`src/rtl/ibr_pkg.sv`:
```
package ibr_pkg;
  // Command word layout (positions are decoded by software, keep fixed)
  localparam int CMD_W     = 64;
  localparam int VALID_BIT = 63;
  localparam int OP_LO     = 57;
  localparam int OP_W      = 4;
  localparam int RD_BIT    = 56;
  localparam int SEL_LO    = 32;
  localparam int SEL_W     = 3;
  localparam int BYTE_W    = 8;

  localparam logic [OP_W-1:0]  OP_EXTENDED = 4'd6;
  localparam logic [SEL_W-1:0] SEL_DATA    = 3'd1;
  localparam logic [SEL_W-1:0] SEL_CTRL    = 3'd2;
  localparam logic [SEL_W-1:0] SEL_CLKSTAT = 3'd3;
  localparam logic [SEL_W-1:0] SEL_RESET   = 3'd7;

  typedef enum logic [1:0] {
    K_NONE  = 2'd0,
    K_CORE  = 2'd1,
    K_RESET = 2'd2
  } cmd_kind_t;

  typedef enum logic [2:0] {
    S_IDLE = 3'd0,
    S_REQ  = 3'd1,
    S_WAIT = 3'd2,
    S_RST  = 3'd3,
    S_DONE = 3'd4
  } seq_state_t;
endpackage

```
`src/rtl/ibr_decode.sv`:
```
module ibr_decode
  import ibr_pkg::*;
(
  input  logic [CMD_W-1:0] word,
  output cmd_kind_t        kind
);
  logic [OP_W-1:0]  op;
  logic [SEL_W-1:0] sel;

  assign op  = word[OP_LO +: OP_W];
  assign sel = word[SEL_LO +: SEL_W];

  always_comb begin
    kind = K_NONE;
    if (op == OP_EXTENDED) begin
      unique case (sel)
        SEL_DATA, SEL_CTRL, SEL_CLKSTAT: kind = K_CORE;
        SEL_RESET:                       kind = K_RESET;
        default:                         kind = K_NONE;
      endcase
    end
  end
endmodule

```
`src/rtl/ibr_seq.sv`:
```
module ibr_seq
  import ibr_pkg::*;
(
  input  logic      clk,
  input  logic      rst_n,
  input  logic      launch,
  input  cmd_kind_t kind,
  input  logic      core_ack,
  output logic      core_req,
  output logic      core_soft_rst,
  output logic      accept_ack,
  output logic      finish
);
  seq_state_t st_q, st_d;

  always_comb begin
    st_d = st_q;
    unique case (st_q)
      S_IDLE: if (launch) begin
        unique case (kind)
          K_CORE:  st_d = S_REQ;
          K_RESET: st_d = S_RST;
          default: st_d = S_DONE;
        endcase
      end
      S_REQ:   st_d = core_ack ? S_IDLE : S_WAIT;
      S_WAIT:  if (core_ack) st_d = S_IDLE;
      S_RST:   st_d = S_IDLE;
      S_DONE:  st_d = S_IDLE;
      default: st_d = S_IDLE;
    endcase
  end

  always_ff @(posedge clk) begin
    if (!rst_n) st_q <= S_IDLE;
    else        st_q <= st_d;
  end

  assign core_req      = (st_q == S_REQ);
  assign core_soft_rst = (st_q == S_RST);
  assign accept_ack    = core_ack && ((st_q == S_REQ) || (st_q == S_WAIT));
  assign finish        = accept_ack || (st_q == S_RST) || (st_q == S_DONE);

  // request is a single-cycle pulse
  p_req_one_cycle_r3: assert property (@(posedge clk) disable iff (!rst_n)
    core_req |=> !core_req);
  // reset pulse lasts one cycle
  p_rst_one_cycle_r8: assert property (@(posedge clk) disable iff (!rst_n)
    core_soft_rst |=> !core_soft_rst);
  // reset and request never overlap
  p_req_rst_excl_r8: assert property (@(posedge clk) disable iff (!rst_n)
    !(core_req && core_soft_rst));
endmodule

```
`src/rtl/ibr_bridge.sv`:
```
module ibr_bridge
  import ibr_pkg::*;
(
  input  logic              clk,
  input  logic              rst_n,
  input  logic              host_wr_en,
  input  logic [CMD_W-1:0]  host_wr_data,
  output logic [CMD_W-1:0]  host_rd_data,
  output logic              core_req,
  output logic [SEL_W-1:0]  core_sel,
  output logic              core_rd,
  output logic [BYTE_W-1:0] core_wdata,
  input  logic              core_ack,
  input  logic [BYTE_W-1:0] core_rdata,
  output logic              core_soft_rst
);
  logic [CMD_W-1:0] cmd_q;
  logic             busy;
  logic             take_wr;
  logic             launch;
  logic             accept_ack;
  logic             finish;
  cmd_kind_t        new_kind;

  assign busy    = cmd_q[VALID_BIT];
  assign take_wr = host_wr_en && !busy;
  assign launch  = take_wr && host_wr_data[VALID_BIT];

  ibr_decode u_dec (
    .word (host_wr_data),
    .kind (new_kind)
  );

  ibr_seq u_seq (
    .clk           (clk),
    .rst_n         (rst_n),
    .launch        (launch),
    .kind          (new_kind),
    .core_ack      (core_ack),
    .core_req      (core_req),
    .core_soft_rst (core_soft_rst),
    .accept_ack    (accept_ack),
    .finish        (finish)
  );

  always_ff @(posedge clk) begin
    if (!rst_n) begin
      cmd_q <= '0;
    end else if (take_wr) begin
      cmd_q <= host_wr_data;
    end else if (finish) begin
      cmd_q[VALID_BIT] <= 1'b0;
      if (accept_ack && cmd_q[RD_BIT])
        cmd_q[BYTE_W-1:0] <= core_rdata;
    end
  end

  assign host_rd_data = cmd_q;
  assign core_sel     = cmd_q[SEL_LO +: SEL_W];
  assign core_rd      = cmd_q[RD_BIT];
  assign core_wdata   = cmd_q[BYTE_W-1:0];

  // word is frozen while busy until the completing edge
  p_busy_frozen_r6: assert property (@(posedge clk) disable iff (!rst_n)
    (busy && !finish) |=> $stable(cmd_q));
  // accepted acknowledge drops the flag on that edge
  p_ack_clears_r4: assert property (@(posedge clk) disable iff (!rst_n)
    accept_ack |=> !host_rd_data[VALID_BIT]);
  // request only for a pending extended-opcode command
  p_req_ext_only_r3: assert property (@(posedge clk) disable iff (!rst_n)
    core_req |-> (busy && cmd_q[OP_LO +: OP_W] == OP_EXTENDED));
  // reset pulse only for selector 7
  p_rst_sel_r8: assert property (@(posedge clk) disable iff (!rst_n)
    core_soft_rst |-> (busy && cmd_q[SEL_LO +: SEL_W] == SEL_RESET));
  // non-core command clears after one busy cycle
  p_quick_done_r7: assert property (@(posedge clk) disable iff (!rst_n)
    (launch && new_kind == K_NONE) |=> busy ##1 !busy);
endmodule

```
`config.mk`:
```
export PLATFORM = sky130hd
export DESIGN_NAME = ibr_bridge
export DESIGN_NICKNAME = d
export VERILOG_FILES = /design/src/rtl/ibr_pkg.sv /design/src/rtl/ibr_decode.sv /design/src/rtl/ibr_seq.sv /design/src/rtl/ibr_bridge.sv
export SDC_FILE = /design/constraint.sdc
export NUM_CORES = 1
export LEC_CHECK = 0
export BUFFER_PORTS_ARGS = -buffer_cell sky130_fd_sc_hd__buf_2
export CAP_MARGIN = 30
export CORE_MARGIN = 2
export CORE_UTILIZATION = 47
export CTS_CLUSTER_SIZE = 14
export DETAILED_ROUTE_END_ITERATION = 8
export PLACE_DENSITY = 0.84
export SYNTH_ARGS = -nofsm -noshare
export SYNTH_HDL_FRONTEND = slang
export SYNTH_SLANG_ARGS = --single-unit
```
`constraint.sdc`:
```
create_clock -name clk -period 3.46 [get_ports clk]
set_input_delay 0.692 -clock clk [delete_from_list [all_inputs] [get_ports clk]]
set_output_delay 0.692 -clock clk [all_outputs]
set_load 0.005 [all_outputs]
```
# Word-level counts from Yosys, hierarchy flattened
# Cells that the tools add are included.
[op_classes]
muxes = 12
n_eq_ne = 13
n_reduce_logical = 14
[op_table]
columns = ["op", "n"]
rows = [
  ["$mux 8", 3],
  ["$eq 3x2->1 const B", 4],
  ["$pmux 3 s3", 1],
  ["$eq 3x1->1 const B", 2],
  ["$eq 3x3->1 const B", 2],
  ["$mux 3", 2],
  ["$pmux 3 s2", 1],
  ["$eq 4x3->1 const B", 1],
  ["$logic_and 1x1->1", 4],
  ["$mux 2", 2],
  ["$ne 2x2->1 const B", 2],
  ["$pmux 2 s2", 1],
  ["$reduce_and 2->1", 2],
  ["$reduce_bool 2->1", 2],
  ["$logic_not 3->1", 1],
  ["$logic_or 1x1->1", 3],
  ["$reduce_or 3->1", 1],
  ["$eq 2x1->1 const B", 1],
  ["$eq 2x2->1 const B", 1],
  ["$mux 1", 2],
  ["$logic_not 1->1", 1],
]
[word_totals]
ff_bits = 67
output_inout_bits = 78

# Longest topological paths before layout
# Gate-level depths: netlist of the first run.
[logic_depth]
ltp_word = 8
mapped_depth = 5

# Hierarchy
# A second synthesis of the first run with hierarchy kept.
[hier_totals]
cells_unflattened = 332
area_unflattened_um2 = 2842.7
[by_module_without_submodules]
columns = ["module", "cells_each", "seq_area_each_um2", "area_per_inst_um2", "instances"]
rows = [
  ["ibr_bridge", 304, 1281.2, 2592.5, 1],
  ["ibr_seq", 23, 60.1, 216.5, 1],
  ["ibr_decode", 5, 0.0, 33.8, 1],
]

# Least setup slack after synthesis of the first run
# No wires, ideal clock.
[synth_timing]
path_type = "input -> register"
start = "in host_wr_data[60]"
end = "reg u_seq.st_q[1]"
arrival_time_ns = 1.705
stages = 5
n_path_buf = 0
path_slack_ns = 1.640
setup_time_ns = 0.115
path_cell_list = "nand4bb_1 > or3_1 > ha_1 > and4_1 > o21a_1"
[synth_via]
elab_chain_cells = 6
word_cells_on_any_way = 7
cone_classes = "eq/ne (3); mux (4)"
[synth_lines]
columns = ["element", "line", "rtl"]
rows = [
  ["from (decl)", "ibr_bridge.sv:7", "input logic [CMD_W-1:0] host_wr_data,"],
  ["$eq 4x3->1 (*)", "ibr_decode.sv:15", "if (op == OP_EXTENDED) begin"],
  ["$mux 2 (*)", "ibr_decode.sv:15", ""],
  ["$eq 2x2->1 or $eq 2x1->1 (tied branches)", "ibr_seq.sv:20", "unique case (kind)"],
  ["$pmux 3 s2 (*)", "ibr_seq.sv:20", ""],
  ["$mux 3 (*)", "ibr_seq.sv:19", "S_IDLE: if (launch) begin"],
  ["$pmux 3 s3 (*)", "ibr_seq.sv:18", "unique case (st_q)"],
  ["to (signal assigned)", "ibr_seq.sv:36", "else st_q <= st_d;"],
  ["to (decl)", "ibr_seq.sv:14", "seq_state_t st_q, st_d;"],
]
# Mark *: on every way between the ends. The rest lies on a longest branch, timed or not. The select of a mux whose other input is x is not followed.
# A chain may end at the register's enable or synchronous reset.

# Worst setup path in the final report of the first run
[layout_timing]
start = "reg u_seq.st_q[0]"
end = "out core_req"
[layout_via]
elab_chain_cells = 1
[layout_lines]
columns = ["element", "line", "rtl"]
rows = [
  ["$eq 3x1->1", "ibr_seq.sv:39", "assign core_req = (st_q == S_REQ);"],
  ["to (decl)", "ibr_bridge.sv:9", "output logic core_req,"],
]
# No other way between the ends.

==> summary.md, run 1 <==
| Metric | Value |
|---|---|
| Tightest slew margin relative to the limit | 50.92% |
| Clock tree skew after final layout | 7.019 ps |
| Worst R2R End | host_rd_data[26] |
| Crit-path max cell delay | approximately 470 ps |
| Element type at the critical path start | flop |
| Power per cell area | ~460 nW/um^2 |
| Post-route design area | approximately 3600 um^2 |
| Final setup violating endpoints | 0 |
| Number of filler cells placed in the layout | slightly above 500 |
| Core area | 5574 um^2 |
| Antenna Violating Nets Remaining | 0 |
| Die area | 6454 um^2 |
| Crit Reg-Reg Startpoint | host_rd_data[63] |
| Peak VDD IR | roughly 0.00024 V |
| Critical Path AT | ~1200 ps |
| Total Neg Setup Slack | 0 ps |
| Vertical die dimension | between 80 and 90 um |
| Chip width | roughly 80 um |
| Proportion of layout cells with a drive suffix above 1 | between 30% and 40% |
| Number of top-level pins | roughly 150 |
| Fin crit share | 53.32% |
| Cells taking the most area after synthesis | sky130_fd_sc_hd__dfxtp_1, sky130_fd_sc_hd__nand2_1, sky130_fd_sc_hd__a21boi_0, sky130_fd_sc_hd__buf_4, sky130_fd_sc_hd__o21ai_0 |
| Clock latency of the later-clocked register in the worst-skew pair | 330 ps |
| GRT Resource Usage Total | around a fifth |
| Part of the total power dissipated in the clock network | between 30% and 40% |
| Post-placement cell area | around 3400 um^2 |
| Aggregate routed wire length | between 6 and 7 mm |
| Total CTS buffers | 9 |
| Max Fclk | approximately 540 MHz |
| Yosys synthesis warning count | 0 |
| Iter 0 DRT Violations | 89 |
| Fraction of the core area covered by cells at the end of the flow | approximately 65% |
| Worst Path Required | ~2800 ps |
| CP cell instances | nor3b_1 > buf_2 |
| Post-CTS Setup Repair Bufs | 0 |
| Remaining DRCs | 0 |
| Share of the yosys chip area belonging to registers | around half |
| Post-cts hold buffer count | 0 |
| Biggest area consumer among synthesized cells | sky130_fd_sc_hd__dfxtp_1 |
| Static leakage | around 0.0017 uW |
| Sum of overflow across all layers after global routing | 0 |
| Reg2reg path depth | 4 |
| Final min period | ~1800 ps |
| Non-filler instance count after layout | approximately 540 |
| Placed Cells | 521 |
| Switch share | about a quarter |
| Area delta synth->final | 31.70% |
| Clock-pin slew on the worst setup and hold paths | roughly 70 ps |
| Top-area cell type share of the netlist area | between 40% and 50% |
| Tightest Pin Transition | approximately 740 ps |
| Cell with the largest stage delay on the worst path | sky130_fd_sc_hd__dfxtp_1 |
| Type of destination of the critical path | output pin |
| Crit path buffers/inverters | 1 |
| Initial antenna violation count | 0 |
| Number of violations of the max-capacitance limit | 0 |
| Type of the most critical hold path | reg2reg |
| Post-Syn Instances | 326 |
| NumNets Final | between 500 and 600 |
| Initial core utilization | about 49% |
| # clock sinks | 67 |
| Vias | roughly 2700 |
| Wire length of the first global-routing pass | between 10 and 15 mm |
| Netlist cell types | 29 |
| Placed wire-length estimate | approximately 4.9 mm |
| Internal Power | roughly 1300 uW |
| TritonCTS clock tree | yes |
| Portion of total power attributed to sequential cells | 50.8% |
| Hold Crit Depth | 2 |
| Count of TritonRoute iterations in the first routing pass | 5 |
| Net count after synthesis | around 400 |
| Final weighted congestion in routability-driven placement | slightly above 0.7 |
| Gates resized, CTS repair | 0 |
| Number of diodes | 0 |
| Register-to-Register Setup Slack | between 1500 and 2000 ps |
| Final count of pins violating max slew | 0 |
| Worst Path Max Fanout | 6 |
| Flop and latch count out of synthesis | 67 |
| Maximum buffer depth of the clock tree | 2 |
| Final count of hold timing violations | 0 |
| Outcome | finished, final reports clean |
| Source of the critical timing path | u_seq.st_q[0] |
| Post-Syn Area per Cell | 8.401 um^2 |
| Largest delay contributor family on the critical path | flip-flops |
| Number of port buffers | approximately 150 |
| Average detailed-routed wire length per instance | between 10 and 15 um |
| Part of the total power dissipated in combinational logic | a little over an eighth |
| Post-detailed-route via-to-cell ratio | 4.993 |
| Startpoint of the tightest hold check path | host_rd_data[41] |
| Critical path class | reg2out |
| Number of H-tree branching levels | 3 |
| Vias in the first global route | around 2400 |
| Post-Syn Area | 2739 um^2 |
| Setup repair after global routing missed its margin | no |
| Total power | 1670 uW |
| Hold EP | host_rd_data[41] |
| Root Driver | sky130_fd_sc_hd__clkbuf_8 |
| Net Switching | around 410 uW |
| Maximum number of pins on one net before global-route repair | 42 |
| Placement row count | 27 |
how the worst max path moves through the flow:
stage | cells after the start | slack [ps] | endpoint
after global routing | 4 | 1400 | host_rd_data[45]
after global placement | 5 | 1410 | host_rd_data[27]
final | 2 | 1620 | core_req
after detailed placement | 5 | 1340 | host_rd_data[27]
after floorplan | 5 | 1640 | u_seq.st_q[1]
after CTS | 2 | 1580 | core_req
worst reg2reg max path, stage by stage (launching register included):
cell	delay, ps
sky130_fd_sc_hd__dfxtp_1	430
sky130_fd_sc_hd__nand2b_2	640
sky130_fd_sc_hd__buf_4	410
sky130_fd_sc_hd__nand2_1	80
sky130_fd_sc_hd__a21boi_0	190
state kept, by name, indices dropped and copies added, names as in the netlist:
signal and count:
host_rd_data 64, u_seq.st_q 3
layout by cell type, fill, tap and decap left out, drive strengths merged:
cell     Yosys  layout
a21oi        8       8
or3          1       1
o21a         2       2
nor3b        2       2
a21boi      55      55
nand3b       1       1
nand3        1       1
a31oi        8       8
bufinv       0       1
inv          1       1
and4         1       1
nand2      111     111
clkinv       0       2
o2bb2ai      1       1
xnor2        1       1
nand4        1       1
nand4bb      1       1
xor2         1       1
nor2b        2       2
o21ai       16      16
buf         27     157
maj3         1       1
clkbuf       7      12
nand2b       1       1
and3b        2       2
ha           1       1
dfxtp       67      67
nor2         6       6
area by class of cell:
type,count,area [um^2],area share [%]
Timing Repair Buffer,157,795.8,22.06
Clock inverter,3,40.04,1.110
Multi-Input combinational cell,224,1201,33.30
Tap cell,72,90.09,2.497
Inverter,1,3.754,0.1041
Sequential cell,67,1341,37.18
Clock buffer,12,135.1,3.746
power by group through the flow:
stage	clock, uW	sequential (uW)	combinational [uW]
floorplan	0	868	122
global placement	0	863	226
detailed placement	0	866	230
CTS	613	849	230
global route	645	854	256
finish	593	848	228
synthesized netlist by cell type:
master                      count
sky130_fd_sc_hd__nand2_1      111
sky130_fd_sc_hd__dfxtp_1       67
sky130_fd_sc_hd__a21boi_0      55
sky130_fd_sc_hd__buf_4         17
sky130_fd_sc_hd__o21ai_0       16
sky130_fd_sc_hd__buf_2          9
sky130_fd_sc_hd__a21oi_1        8
sky130_fd_sc_hd__a31oi_1        8
sky130_fd_sc_hd__clkbuf_1       7
sky130_fd_sc_hd__nor2_1         6
sky130_fd_sc_hd__nor2b_1        2
sky130_fd_sc_hd__nor3b_1        2
sky130_fd_sc_hd__o21a_1         2
sky130_fd_sc_hd__and3b_1        1
sky130_fd_sc_hd__and3b_2        1
sky130_fd_sc_hd__and4_1         1
sky130_fd_sc_hd__buf_1          1
sky130_fd_sc_hd__ha_1           1
sky130_fd_sc_hd__inv_1          1
sky130_fd_sc_hd__maj3_1         1
sky130_fd_sc_hd__nand2b_1       1
sky130_fd_sc_hd__nand3_1        1
sky130_fd_sc_hd__nand3b_1       1
sky130_fd_sc_hd__nand4_1        1
sky130_fd_sc_hd__nand4bb_1      1
sky130_fd_sc_hd__o2bb2ai_1      1
sky130_fd_sc_hd__or3_1          1
sky130_fd_sc_hd__xnor2_1        1
sky130_fd_sc_hd__xor2_2         1
kinds of logic after synthesis:
family          after synthesis  synth area share [%]
xor+xnor                      2                0.9139
simple gates                130                 19.60
buf+inv                      35                 7.537
flops                        67                 48.97
compound gates               90                 22.16
fa+ha+maj                     2                0.8222
stage by stage:
stage | worst slack [ps] | hold WS (ps)
final | 1615 | 460.0
after global routing | 1396 | 482.0
after floorplan | 1640 | 460.0
after global placement | 1411 | 444.9
after CTS | 1580 | 464.8
after detailed placement | 1343 | 455.4
metal layers:
layer	GRT usage (%)	part of all wire, %	vias up
li1	-	-	1335
met1	23.04	41	1224
met2	35.67	49	107
met3	6.180	9.0	10
met5	0	0	-
met4	8.644	1.6	0
Note: power is estimated with default switching activity, not from simulation.
==> run 2: changes to the inputs <==
--- a/config.mk
+++ b/config.mk
@@ -5,13 +5,14 @@
 export SDC_FILE = /design/constraint.sdc
 export NUM_CORES = 1
 export LEC_CHECK = 0
+export ABC_AREA = 1
 export BUFFER_PORTS_ARGS = -buffer_cell sky130_fd_sc_hd__buf_2
 export CAP_MARGIN = 30
 export CORE_MARGIN = 2
-export CORE_UTILIZATION = 47
+export CORE_UTILIZATION = 39
 export CTS_CLUSTER_SIZE = 14
 export DETAILED_ROUTE_END_ITERATION = 8
-export PLACE_DENSITY = 0.84
+export PLACE_DENSITY = 0.75
 export SYNTH_ARGS = -nofsm -noshare
 export SYNTH_HDL_FRONTEND = slang
 export SYNTH_SLANG_ARGS = --single-unit
==> constraint.sdc (replaced) <==
create_clock -name clk -period 1.69 [get_ports clk]
set_input_delay 0.338 -clock clk [delete_from_list [all_inputs] [get_ports clk]]
set_output_delay 0.338 -clock clk [all_outputs]
set_load 0.005 [all_outputs]
==> summary.md, run 2 <==
| Metric | Value |
|---|---|
| Die area | 7605 um^2 (+18%) |
| Biggest area consumer among synthesized cells | sky130_fd_sc_hd__dfxtp_1 |
| Sum of overflow across all layers after global routing | 0 (unchanged) |
| Commonest non-fill, non-tap cell in the layout | sky130_fd_sc_hd__buf_2 |
| Maximum number of pins on one net before global-route repair | 59 (+40%) |
| Number of violations of the max-capacitance limit | 0 (unchanged) |
| Post-CTS Setup Repair Bufs | 0 (unchanged) |
| Placed wire-length estimate | 4.893 mm (+0.58%) |
| Final count of hold timing violations | 0 (unchanged) |
| Number of H-tree branching levels | 3 (unchanged) |
| Crit Reg-Reg Startpoint | host_rd_data[63] |
| Root Driver | sky130_fd_sc_hd__clkbuf_8 |
| Most frequent cells in the layout | sky130_fd_sc_hd__buf_2, sky130_fd_sc_hd__nor2_1, sky130_fd_sc_hd__dfxtp_1 |
| NumNets Final | 583 (+8.6%) |
| Critical path class | reg2out |
| TritonCTS clock tree | yes |
| Main synth FF type | sky130_fd_sc_hd__dfxtp_1 |
| Number of top-level pins | 154 (unchanged) |
| Maximum buffer depth of the clock tree | 2 (unchanged) |
| Proportion of layout cells with a drive suffix above 1 | 35.49% (-1.8 points) |
| Net count after synthesis | 447 (+11%) |
| Yosys synthesis warning count | 0 (unchanged) |
| Total Neg Setup Slack | 0 ps (unchanged) |
| Most common cell in the synthesized netlist | sky130_fd_sc_hd__nor2_1 |
| Register-to-Register Setup Slack | 360 ps (-1260 ps) |
| Initial antenna violation count | 0 (unchanged) |
| Initial core utilization | 39.96% (-9.2 points) |
| Startpoint of the tightest hold check path | host_wr_data[8] |
| Type of the most critical hold path | in2reg |
| Final min period | between 1500 and 2000 ps |
| Total CTS buffers | 9 (unchanged) |
| Post-synth EDFFs | 0 (unchanged) |
| Flop and latch count out of synthesis | 67 (unchanged) |
| Number of port buffers | 153 (unchanged) |
| Worst hold margin | 251.4 ps (-208.5 ps) |
| Final setup violating endpoints | 0 (unchanged) |
| Reg2reg path depth | 8 (+4) |
| Synth cell count leaders | sky130_fd_sc_hd__nor2_1, sky130_fd_sc_hd__dfxtp_1, sky130_fd_sc_hd__o21ai_0 |
| Top-area cell type share of the netlist area | 49.68% (+0.70 points) |
| Count of TritonRoute iterations in the first routing pass | 4 (-1) |
| Fraction of synthesis flops using an asynchronous set or reset pin | 0% (unchanged) |
| Tightest slew margin relative to the limit | 71.58% (+21 points) |
| Cells taking the most area after synthesis | sky130_fd_sc_hd__dfxtp_1, sky130_fd_sc_hd__nor2_1, sky130_fd_sc_hd__o21ai_0, sky130_fd_sc_hd__nand2_1, sky130_fd_sc_hd__buf_4 |
| Post-cts hold buffer count | 0 (unchanged) |
| Gates resized, CTS repair | 0 (unchanged) |
| Element type at the critical path start | flop |
| Area delta synth->final | 33.97% |
| Tightest Pin Transition | 423.1 ps (-313.1 ps) |
| Core area | 6756 um^2 (+21%) |
| Remaining DRCs | 0 (unchanged) |
| Fin crit share | around nine tenths |
| Number of diodes | 0 (unchanged) |
| Largest register FFs | 64 (unchanged) |
| Placement row count | 30 (+11%) |
| Vertical die dimension | 87.21 um (+8.6%) |
| Power per cell area | 1000 nW/um^2 (+120%) |
| Peak VDD IR | 0.0004614 V (+94%) |
| Wire length of the first global-routing pass | 10.92 mm (+6.5%) |
| Netlist cell types | 18 (-38%) |
| Clock tree skew after final layout | 8.240 ps (+1.221 ps) |
| Average detailed-routed wire length per instance | 11.45 um (-7.9%) |
| GRT Resource Usage Total | 18.03% (-2.4 points) |
| Aggregate routed wire length | 6.756 mm (+1.3%) |
| Final count of pins violating max slew | 0 (unchanged) |
| Vias | 2775 (+3.7%) |
| Type of destination of the critical path | output pin |
| Clock latency of the later-clocked register in the worst-skew pair | 330 ps (about the same) |
| Clock-pin slew on the worst setup and hold paths | 80 ps (about the same) |
| Chip width | 87.21 um (+8.6%) |
| Outcome | finished, final reports clean |
| Hold EP | host_rd_data[8] |
| Final weighted congestion in routability-driven placement | 0.7057 (-0.34%) |
| Post-Syn Instances | 370 (+13%) |
| Antenna Violating Nets Remaining | 0 (unchanged) |
| Share of the yosys chip area belonging to registers | 49.68% (+0.70 points) |
| Critical Path AT | 1180 ps (+30 ps) |
| # clock sinks | 67 (unchanged) |
| Max Fclk | between 600 and 700 MHz |
| Iter 0 DRT Violations | 85 (-4.5%) |
| Vias in the first global route | 2537 (+6.8%) |
| Worst Path Required | 1350 ps (-1420 ps) |
| Post-Syn Area per Cell | 7.298 um^2 (-13%) |
| Worst Path Max Fanout | 3 (-3) |
| Hold Crit Depth | 3 (+1) |
| Setup repair after global routing missed its margin | no |
| Post-detailed-route via-to-cell ratio | 4.703 (-5.8%) |
| Worst R2R End | u_seq.st_q[1] |
| Post-Syn Area | 2700 um^2 (-1.4%) |
| Static leakage | 0.001927 uW (+10%) |
==> run 2: changes by cell type after synthesis, moves of 9 or more <==
cell and change:
sky130_fd_sc_hd__a21boi_0 -55, sky130_fd_sc_hd__inv_1 +18, sky130_fd_sc_hd__nand2_1 -69, sky130_fd_sc_hd__nand3_1 +9, sky130_fd_sc_hd__nor2_1 +111, sky130_fd_sc_hd__o21ai_0 +40
==> run 2: kinds of logic (layout without fill, tap and decap cells) <==
| family | after synthesis | in the layout | synth area share, % |
|---|---|---|---|
| compound gates | 70 | 70 | 12.97 |
| fa+ha+maj | 1 | 1 | 0.4633 |
| buf+inv | 54 | 194 | 10.33 |
| flops | 67 | 67 | 49.68 |
| simple gates | 178 | 178 | 26.55 |
==> run 2: worst max path at each step <==
stage	from	endpoint
after floorplan	host_wr_data[57]	u_seq.st_q[0]
after global placement	host_wr_data[57]	u_seq.st_q[0]
after detailed placement	host_wr_data[57]	u_seq.st_q[0]
after CTS	u_seq.st_q[0]	core_soft_rst
after global routing	u_seq.st_q[0]	core_soft_rst
final	u_seq.st_q[0]	core_soft_rst
==> run 2: routing by layer <==
metal	share of wire [%]	vias to the layer above	global-route usage (%)
li1	-	1427	-
met1	45	1238	21.02
met5	0	-	0
met2	48	108	31.51
met4	0.36	0	7.133
met3	7.5	2	4.645
==> run 2: metrics by stage <==
step           worst slack (ps)  total power (uW)  util (%)  std cells  instance area (um^2)
6_report                  169.8              3619     53.54        590                  3617
5_1_grt                   73.13              3860     53.54        590                  3617
4_1_cts                   156.4              3681     53.54        590                  3617
3_5_place_dp              204.5              2535     51.07        575                  3451
3_3_place_gp              226.5              2511     51.07        575                  3451
2_1_floorplan             415.3              2242         -        370                  2700
==> run 2: cell type report <==
type,instances,area [um^2]
Clock buffer,9,123.9
Clock inverter,6,42.54
Fill cell,675,3139
Inverter,19,71.32
Multi-Input combinational cell,249,1082
Sequential cell,67,1341
Tap cell,80,100.1
Timing Repair Buffer,160,855.8
==> run 2: worst max-delay path, stage by stage, from the launching register on <==
cell                      delay [ps]
sky130_fd_sc_hd__dfxtp_1         360
sky130_fd_sc_hd__inv_1            80
sky130_fd_sc_hd__nor3_1          250
sky130_fd_sc_hd__buf_2           170
==> run 2: where the power goes <==
part	switching [uW]	internal, uW	leakage (uW)
registers	82.7	1720	0.000556
logic	366	320	0.00129
clock network	601	525	0.0000815
